### config.mk
export PLATFORM = sky130hd
export DESIGN_NAME = seq_trigger
export DESIGN_NICKNAME = d
export VERILOG_FILES = /design/src/rtl/seq_trigger.sv
export SDC_FILE = /design/constraint.sdc
export NUM_CORES = 1
export LEC_CHECK = 0
export ABC_AREA = 0
export BUFFER_PORTS_ARGS = -buffer_cell sky130_fd_sc_hd__buf_2
export CORE_MARGIN = 4
export CORE_UTILIZATION = 64
export DETAILED_ROUTE_END_ITERATION = 8
export PLACE_DENSITY = 0.86
export SLEW_MARGIN = 0
export SYNTH_ARGS = -nofsm -noshare
export SYNTH_HDL_FRONTEND = slang
export SYNTH_SLANG_ARGS = --single-unit
### constraint.sdc
create_clock -name clk -period 7.6 [get_ports clk]
set_input_delay 0.76 -clock clk [delete_from_list [all_inputs] [get_ports clk]]
set_output_delay 0.76 -clock clk [all_outputs]
set_load 0.02 [all_outputs]
### src/rtl/seq_trigger.sv
module seq_trigger #(
  parameter int CH = 8,
  parameter int CW = 27,
  parameter int DW = 32
) (
  input  logic          clk,
  input  logic          rst_n,
  input  logic          clr,
  input  logic [CH-1:0] chan,
  input  logic [CH-1:0] a_val,
  input  logic [CH-1:0] a_care,
  input  logic          a_exit,
  input  logic [CH-1:0] b_val,
  input  logic [CH-1:0] b_care,
  input  logic          b_exit,
  input  logic          mode,
  input  logic [CW-1:0] count_n,
  input  logic [DW-1:0] delay_cyc,
  input  logic          gate_in,
  input  logic          gate_pol,
  output logic          trig
);
  localparam int CFGW = 4*CH + 4 + CW + DW;

  logic [CFGW-1:0] cfg, cfg_q;
  logic            primed, prev_a, prev_b, armed;
  logic            hit_a, hit_b, gate_ok, cfg_chg, ev_a, ev_b;
  logic            cnt_done, dly_done, fire, flush;
  logic [CW-1:0]   cnt;
  logic [CW:0]     cnt_next;
  logic [DW-1:0]   tmr;

  assign cfg      = {a_val, a_care, b_val, b_care, a_exit, b_exit, mode, gate_pol, count_n, delay_cyc};
  assign hit_a    = &((chan ~^ a_val) | ~a_care);
  assign hit_b    = &((chan ~^ b_val) | ~b_care);
  assign gate_ok  = (gate_in == gate_pol);
  assign cfg_chg  = primed && (cfg != cfg_q);
  assign flush    = clr | cfg_chg;

  assign ev_a = primed & gate_ok & (a_exit ? (prev_a & ~hit_a) : (hit_a & ~prev_a));
  assign ev_b = primed & gate_ok & (b_exit ? (prev_b & ~hit_b) : (hit_b & ~prev_b));

  assign cnt_next = {1'b0, cnt} + {{CW{1'b0}}, 1'b1};
  assign cnt_done = cnt_next >= {1'b0, count_n};
  assign dly_done = tmr >= delay_cyc;
  assign fire     = armed & ev_b & (mode ? dly_done : cnt_done);

  always_ff @(posedge clk or negedge rst_n) begin
    if (!rst_n) begin
      primed <= 1'b0;
      prev_a <= 1'b0;
      prev_b <= 1'b0;
      cfg_q  <= '0;
      armed  <= 1'b0;
      cnt    <= '0;
      tmr    <= '0;
      trig   <= 1'b0;
    end else begin
      primed <= 1'b1;
      prev_a <= hit_a;
      prev_b <= hit_b;
      cfg_q  <= cfg;
      trig   <= fire & ~flush;
      if (flush) begin
        armed <= 1'b0;
        cnt   <= '0;
        tmr   <= '0;
      end else if (!armed) begin
        if (ev_a) begin
          armed <= 1'b1;
          cnt   <= '0;
          tmr   <= DW'(1);
        end
      end else if (fire) begin
        armed <= 1'b0;
      end else begin
        if (ev_b && !mode) cnt <= cnt_next[CW-1:0];
        if (!dly_done) tmr <= tmr + DW'(1);
      end
    end
  end
endmodule

# Word level (Yosys, flattened, before mapping)
# Index checks and enable logic that the tools add are counted.
word_totals:
  ff_bits: 159
  output_inout_bits: 1
  input_bits: 107
  elab_cells: 64
classes:
  add_sub_neg: 2
  bitwise_logic: 22
  reduce_logical: 8
  order_cmp: 2
  n_eq_ne: 5
  muxes: 17
op_table:
  columns: ["cell", "n"]
  rows:
  - ["32-bit two-way mux", 5]
  - ["27-bit two-way mux", 5]
  - ["95-bit inequality test", 1]
  - ["32-bit by 1-bit adder with 32-bit output (second input constant)", 1]
  - ["32-bit greater-or-equal comparator", 1]
  - ["27-bit by 1-bit adder with 28-bit output (second input constant)", 1]
  - ["28-bit by 27-bit greater-or-equal comparator with 1-bit output", 1]
  - ["8-bit NOT", 2]
  - ["8-bit bitwise OR", 2]
  - ["8-bit AND reduction", 2]
  - ["8-bit XNOR", 2]
  - ["1-bit bitwise AND", 10]
  - ["1-bit two-way mux", 7]
  - ["3-bit by 2-bit inequality test with 1-bit output (second input constant)", 2]
  - ["3-bit AND reduction", 2]
  - ["1-bit NOT", 5]
  - ["3-bit by 1-bit inequality test with 1-bit output (second input constant)", 1]
  - ["3-bit nonzero test", 1]
  - ["1-bit logical AND", 2]
  - ["1-bit equality test", 1]
  - ["1-bit logical NOT", 1]
  - ["1-bit bitwise OR", 1]

# Logic depth before layout (Yosys ltp)
# Gate-level depths: netlist of run 1.
logic_depth:
  ltp_word: 12
  mapped_depth: 19
  depth_no_buf: 17

# Worst setup path before layout of run 1
# OpenSTA, ideal clock, no wires.
synth_path:
  path_type: "register -> register"
  startpoint: "register cnt[0]"
  endpoint: "register cnt[10]"
  n_path_buf: 1
  path_stages_with_launch: 18
  required_time_ns: 7.521
  setup_time_ns: 0.079
  synth_period_minus_slack_ns: 4.031
  t_arrival_ns: 3.952
  path_slack_ns: 3.569
  cell_sequence: "dfrtp_1 > ha_1 > nand2_1 > nor3_1 > and2_1 > and2_1 > nand3_1 > or2_2 > nand2_1 > ha_1 > a21o_1 > a21oi_1 > nand2_1 > o41ai_2 > a211oi_2 > a211oi_2 > buf_2 > mux2i_1"
synth_via:
  elab_chain_cells: 6
  word_cells_on_any_way: 10
  classes_between: "add/sub: 1; order compare: 1; eq/ne: 1; mux: 5; bitwise: 1; reduce/logical: 1"
synth_lines:
  columns: ["element", "line", "rtl"]
  rows:
  - ["start, declared", "29", "logic [CW-1:0] cnt;"]
  - ["start signal, assigned", "77", "if (ev_b && !mode) cnt <= cnt_next[CW-1:0];"]
  - ["27-bit by 1-bit adder with 28-bit output *", "43", "assign cnt_next = {1'b0, cnt} + {{CW{1'b0}}, 1'b1};"]
  - ["28-bit by 27-bit greater-or-equal comparator with 1-bit output", "44", "assign cnt_done = cnt_next >= {1'b0, count_n};"]
  - ["1-bit two-way mux", "46", "assign fire = armed & ev_b & (mode ? dly_done : cnt_done);"]
  - ["1-bit bitwise AND", "46", null]
  - ["3-bit by 2-bit inequality test with 1-bit output (no source line)", null, null]
  - ["3-bit AND reduction (no source line)", null, null]
# Every way passes the cells marked *; elsewhere a longest branch is shown, timed or not. The select of a mux whose other input is x is not followed.
# A chain may end at the register's enable or synchronous reset.

# Worst setup path in the final report of run 1
layout_path:
  startpoint: "register cnt[3]"
  endpoint: "register cnt[15]"
# Same word-level chain as after synthesis.

==> impl_metrics.json, run 1 <==
{
  "dpl_cell_area_sq_um": 9807,
  "drc": 0,
  "yosysMostFrequentCell": "dfrtp_1",
  "synth-seq-cells": 159,
  "p_total_mw": 1.948,
  "hold_viol_final": 0,
  "cts_buffers": 17,
  "timing.rr.start": "cnt[3]",
  "worst_slew_pin_slew_ps": 1015,
  "grt_setup_unrepaired": "no",
  "min_from": "count_n[13]",
  "cts_root_buffer": "clkbuf_16",
  "grt_usage": 0.3218,
  "max_freq_ghz": 0.2092,
  "postRouteAntennaNets": 0,
  "hold_path.class": "in -> reg",
  "finalClockSkew_ps": 11.89,
  "min_period_over_period": 0.6289,
  "cp-end-kind": "flip-flop",
  "cts.path.max_buffers": 2,
  "die_h_microns": 127.6,
  "synthToLayoutAreaGrowth_pct": 13.46,
  "dp_hpwl_microns": 17930,
  "drt_first_pass_iters": 6,
  "setup_viol": 0,
  "post_cts_buffers": 0,
  "drt_iter0_markers": 925,
  "path_class": "reg -> reg",
  "synth_top_area_frac": 0.4347,
  "worst-path-max-fanout": 17,
  "vias_per_cell": 6.396,
  "slew_violations": 0,
  "cts_sinks": 159,
  "ys_seq_area_frac": 0.4347,
  "crit_start": "cnt[3]",
  "die_x_microns": 127.6,
  "cts_resized": 0,
  "yosysWarnings": 0,
  "status": "finished, final reports clean",
  "p_leak_nw": 4.879,
  "wl_microns": 25840,
  "layout_min_cycle_time_ps": 4780,
  "fin_ws_ps": 2820,
  "synth_nets": 1076,
  "syn_area_per_cell_sq_um": 10.08,
  "netlist_area_sq_um": 9154,
  "routabilityCongestion": 0.9598,
  "antenna_found_initial": 0,
  "synth.distinct_cells": 58,
  "grt_overflow": 0,
  "whs_ps": 460.8,
  "preCtsSetupSlack_ps": 2967,
  "ios": 108,
  "syn_inst": 908,
  "num_rows": 43,
  "grt_pass1_vias": 7412,
  "layout.nets": 1173,
  "synthTopCellsByCount": "dfrtp_1 (159), nand2_1 (114), xnor2_1 (72), inv_1 (69), xor2_1 (62)",
  "synth-edff-count": 0,
  "cts_hold_buf": 0,
  "vias": 7663,
  "die-area_sq_um": 16280,
  "critPathArrivalTime_ps": 5140,
  "tns_ps": 0,
  "portBuffers": 107,
  "yosys-top-cells-area": "dfrtp_1 (43%), ha_1 (8.3%), xnor2_1 (6.9%)",
  "powerDensity_nw_per_um2": 187.6,
  "ys.flop_type": "dfrtp_1",
  "synth.largest_area_cell": "dfrtp_1",
  "drive_gt1_frac": 0.1493,
  "ir_worst_vdd_v": 0.0001862,
  "insertion_delay_ps": 440,
  "slew-limit-headroom": 0.3236,
  "grt_max_degree": 110,
  "core_area_sq_um": 13930,
  "htreeDepth": 4,
  "cap_violations": 0,
  "start_util": 0.6569,
  "async_reset_ff_frac": 1.000,
  "grt_pass1_wl_microns": 40260,
  "routedWlPerCell_microns": 21.57,
  "clk_pin_slew_ps": 70,
  "crit_required_ps": 7960,
  "final_area_sq_um": 10390,
  "diodes": 0,
  "cts_tree": "built",
  "startpoint_type": "flip-flop"
}
[sequential cells by signal (all words and copies together) (netlist names)]
name and count:
prev_b 1, cnt 27, tmr 32, primed 1, trig 1, prev_a 1, armed 1, cfg_q 95
[kinds of logic after synthesis]
group / share of synthesized area
other: 0.0004097
and+or+nand+nor: 0.1580
muxes: 0.02665
DFF: 0.4347
xor gates and xnor gates: 0.1282
buffers and inverters: 0.04483
AOI/OAI and AO/OA: 0.1238
adders and majority gates: 0.08338
[area by class of cell]
| class | instances | area, sq um |
|---|---|---|
| Multi-Input combinational cell | 647 | 4772 |
| Sequential cell | 159 | 3979 |
| Fill cell | 887 | 3548 |
| Timing Repair Buffer | 111 | 571.8 |
| Clock buffer | 20 | 446.7 |
| Inverter | 69 | 259.0 |
| Tap cell | 180 | 225.2 |
| Clock inverter | 12 | 132.6 |
[critical path: stages (launching register included)]
cell and delay [ps]:
dfrtp_1 480, nand4_1 240, nor3_1 370, and2_1 270, and2_1 240, nand3_1 160, or2_2 320, nand2_1 80
ha_1 240, a21o_1 190, a21oi_1 190, nand2_1 110, o41ai_2 500, a211oi_2 180, a211oi_4 450, buf_4 400
mux2i_1 250
[metal layers]
metal	part of all wire	global-route usage
met1	0.40	0.4289
met2	0.46	0.4995
met3	0.086	0.07023
met4	0.048	0.1629
met5	0	0
[path summary, 6_finish.rpt]
check	to	slack, ps	cells after the start
max in group asynchronous	cnt[24]	5900	2
min in group asynchronous	cfg_q[94]	470	1
hold reg to reg	tmr[31]	550	2
hold / removal	cfg_q[45]	460	1
setup reg to reg	cnt[15]	2820	16
setup / recovery	cnt[15]	2820	16
[placed cells by master, fill, tap and decap left out, types with 3 or more instances in the layout]
| cell | count |
|---|---|
| clkbuf_16 | 17 |
| a21oi_1 | 30 |
| buf_2 | 106 |
| nand4_1 | 40 |
| a22oi_1 | 9 |
| o2111ai_1 | 25 |
| and3_1 | 17 |
| nand2_1 | 114 |
| nor3_1 | 5 |
| a2111o_1 | 26 |
| clkinv_2 | 3 |
| o2bb2ai_1 | 3 |
| nor2b_1 | 3 |
| or3_1 | 4 |
| o21ai_0 | 12 |
| o21ai_1 | 5 |
| nand2b_1 | 4 |
| a22o_1 | 4 |
| nor2_1 | 18 |
| xnor2_1 | 72 |
| xor2_1 | 62 |
| or4_1 | 3 |
| and4_1 | 7 |
| nand3_1 | 36 |
| clkinvlp_4 | 3 |
| nor4_1 | 16 |
| inv_6 | 3 |
| or2_2 | 3 |
| buf_4 | 4 |
| dfrtp_1 | 159 |
| ha_1 | 61 |
| and2_1 | 10 |
| inv_1 | 69 |
| mux2i_1 | 23 |
[through the flow]
stage                     instances  utilization
final                          1198       0.7454
after global routing           1198       0.7454
after CTS                      1198       0.7454
after detailed placement       1166       0.7038
after global placement         1166       0.7038
after floorplan                 908            -
[report_power, final]
part	switching, mW	internal, mW
logic	0.130	0.0758
registers	0.0144	0.873
clock network	0.361	0.493
total	0.505	1.44
(Power assumes the default switching activity.)
==> run 2: changes to the inputs <==
--- a/config.mk
+++ b/config.mk
@@ -8,9 +8,9 @@
 export ABC_AREA = 0
 export BUFFER_PORTS_ARGS = -buffer_cell sky130_fd_sc_hd__buf_2
 export CORE_MARGIN = 4
-export CORE_UTILIZATION = 64
+export CORE_UTILIZATION = 59
 export DETAILED_ROUTE_END_ITERATION = 8
-export PLACE_DENSITY = 0.86
+export PLACE_DENSITY = 0.81
 export SLEW_MARGIN = 0
 export SYNTH_ARGS = -nofsm -noshare
 export SYNTH_HDL_FRONTEND = slang
==> constraint.sdc (replaced) <==
create_clock -name clk -period 4.7 [get_ports clk]
set_input_delay 0.47 -clock clk [delete_from_list [all_inputs] [get_ports clk]]
set_output_delay 0.47 -clock clk [all_outputs]
set_load 0.02 [all_outputs]
==> run 2 against run 1 <==
  * Wire length is 6.8% lower
  * Clock-buffer cell count is 2 lower
  * Die area is 7.9% higher
  * Setup slack worse by 2400 ps
  * Power is 67% higher
  * Sequential power is 61% higher
  * Critical path type unchanged
  * Highest routed layer unchanged
==> impl_metrics.json, run 2 (synthesis results as in run 1) <==
{
  "routabilityCongestion": 0.9398,
  "p_leak_nw": 4.948,
  "path_class": "reg -> reg",
  "layoutNonFillerInstCount": 1213,
  "regMostFlops": "cfg_q",
  "status": "finished, final reports clean",
  "grt_max_degree": 76,
  "hold_path.class": "in -> async",
  "mostFrequentLayoutCell": "dfrtp_1",
  "grt_overflow": 0,
  "layout_min_cycle_time_ps": 4323,
  "grt_use_met1": 0.3937,
  "place_inst": 1180,
  "die-area_sq_um": 17570,
  "setup_viol": 0,
  "core_area_sq_um": 15200,
  "cts_sinks": 159,
  "final_cell_mix": "dfrtp_1 (159), nand2_1 (114), buf_2 (106)",
  "met2_usage": 0.4251,
  "min_period_over_period": 0.9197,
  "nFillCells": 1109,
  "startpoint_type": "flip-flop",
  "routedWlPerCell_microns": 19.85,
  "worst-path-max-fanout": 58,
  "tns_ps": 0,
  "fin_ws_ps": 377.5,
  "drive_gt1_frac": 0.1572,
  "die_x_microns": 132.6,
  "postRouteAntennaNets": 0,
  "slew_violations": 0,
  "drt_iter0_markers": 567,
  "fin_util": 0.6928,
  "worst_slew_pin_slew_ps": 770.2,
  "grt_setup_unrepaired": "no",
  "cp-end-kind": "flip-flop",
  "wl_microns": 24070,
  "synthToLayoutAreaGrowth_pct": 15.05,
  "htreeDepth": 4,
  "drt_first_pass_iters": 5,
  "cts_root_buffer": "clkbuf_16",
  "dp_hpwl_microns": 18050,
  "slowest_delay_ps": 430,
  "max_freq_ghz": 0.2313,
  "num_rows": 45,
  "cts.path.max_buffers": 2,
  "crit_chain": "ha_1 -> nand2_1 -> nor3_2 -> and2_1 -> and2_1 -> nand3_1 -> or2_2 -> nand2_1 -> ha_1 -> a21o_1 -> a21oi_1 -> nand2_1 -> a311oi_1 -> nand3b_1 -> a22o_2 -> buf_12 -> a22o_1 -> a22o_1",
  "critPathSlowestCell": "dfrtp_1",
  "grt_pass1_wl_microns": 38710,
  "cts_tree": "built",
  "top_regs": "cfg_q: 95 flops, tmr: 32 flops, cnt: 27 flops",
  "grt_usage": 0.2807,
  "final_area_sq_um": 10530,
  "cts_hold_buf": 0,
  "vias_per_cell": 6.058,
  "preCtsSetupSlack_ps": 428.9,
  "critPathArrivalTime_ps": 4640,
  "dpl_cell_area_sq_um": 9887,
  "cap_violations": 0,
  "vias": 7348,
  "clk_pin_slew_ps": 70,
  "antenna_found_initial": 0,
  "powerDensity_nw_per_um2": 308.2,
  "globalRouteMet3Util": 0.05817,
  "hold_viol_final": 0,
  "busiest_layer": "met2",
  "cts_buffers": 17,
  "ios": 108,
  "crit_required_ps": 5020,
  "finalClockSkew_ps": 8.697,
  "insertion_delay_ps": 430,
  "start_util": 0.6021,
  "drc": 0,
  "grt_pass1_vias": 7303,
  "largest_register_ffs": 95,
  "crit_top_cell": "nand2_1",
  "slew-limit-headroom": 0.4855,
  "layout.nets": 1179,
  "portBuffers": 107,
  "ir_worst_vdd_v": 0.0002831,
  "die_h_microns": 132.6
}
-- run 2: cell types whose count changed in the layout (fill, tap and decap cells not counted), sizes merged --
cell      previous run  this run
buf                111       117
bufinv               2         3
clkbuf              20        18
clkinvlp             3         1
diode                0         1
inv                 72        75
-- run 2: worst max-delay path, delay by kind of cell, from the launching register on --
kind / cells / cell delay (ps)
AO/OA/AOI/OAI: 6 / 1440
adder cells (fa/ha/maj): 2 / 470
buffers and inverters: 1 / 180
flip-flops: 1 / 430
AND/OR/NAND/NOR: 9 / 1650
-- run 2: power by group --
part           leakage (nW)  switching, mW  internal (mW)
combinational          2.64          0.205          0.126
sequential             2.00         0.0216           1.41
clock                 0.309          0.612          0.870
total                  4.95          0.838           2.41
-- run 2: final timing paths --
check                            start         to  slack (ps)  cells past startpoint
max                             cnt[0]     tmr[4]         380                     18
min                              rst_n  cfg_q[94]          30                      1
max reg2reg                     cnt[0]     tmr[4]         380                     18
min reg2reg                    tmr[31]    tmr[31]         550                      2
max in group asynchronous        rst_n     cnt[7]        3610                      2
min in group clk           count_n[13]  cfg_q[45]         170                      1
-- run 2: per-stage QoR --
stage | hold WS, ps | power (mW)
6_report | 29.79 | 3.246
2_1_floorplan | 174.4 | 1.613
4_1_cts | 58.06 | 3.260
5_1_grt | 81.33 | 3.349
3_3_place_gp | 525.6 | 1.775
3_5_place_dp | 518.1 | 1.784
-- run 2: what timing repair did --
action | in CTS | in global routing
setup buffers | 0 | 0
gates resized for setup | 0 | 1
endpoints found under the setup margin | 0 | 10
-- run 2: area by class of cell --
type                    instances  area (sq um)  area share
repair buffers                117         641.9     0.06095
clock buffers                  18         439.2     0.04170
flip-flops and latches        159          3979      0.3778
multi-input cells             647          4777      0.4536
diodes                          1         2.502   0.0002376
inverters                      69         259.0     0.02459
well taps                     188         235.2     0.02234
clock inverters                14         197.7     0.01877
-- run 2: metal layers --
metal,wire length [microns],share of wire
met1,10720,0.45
met2,10810,0.45
met3,1567,0.065
met4,977,0.041
met5,0,0
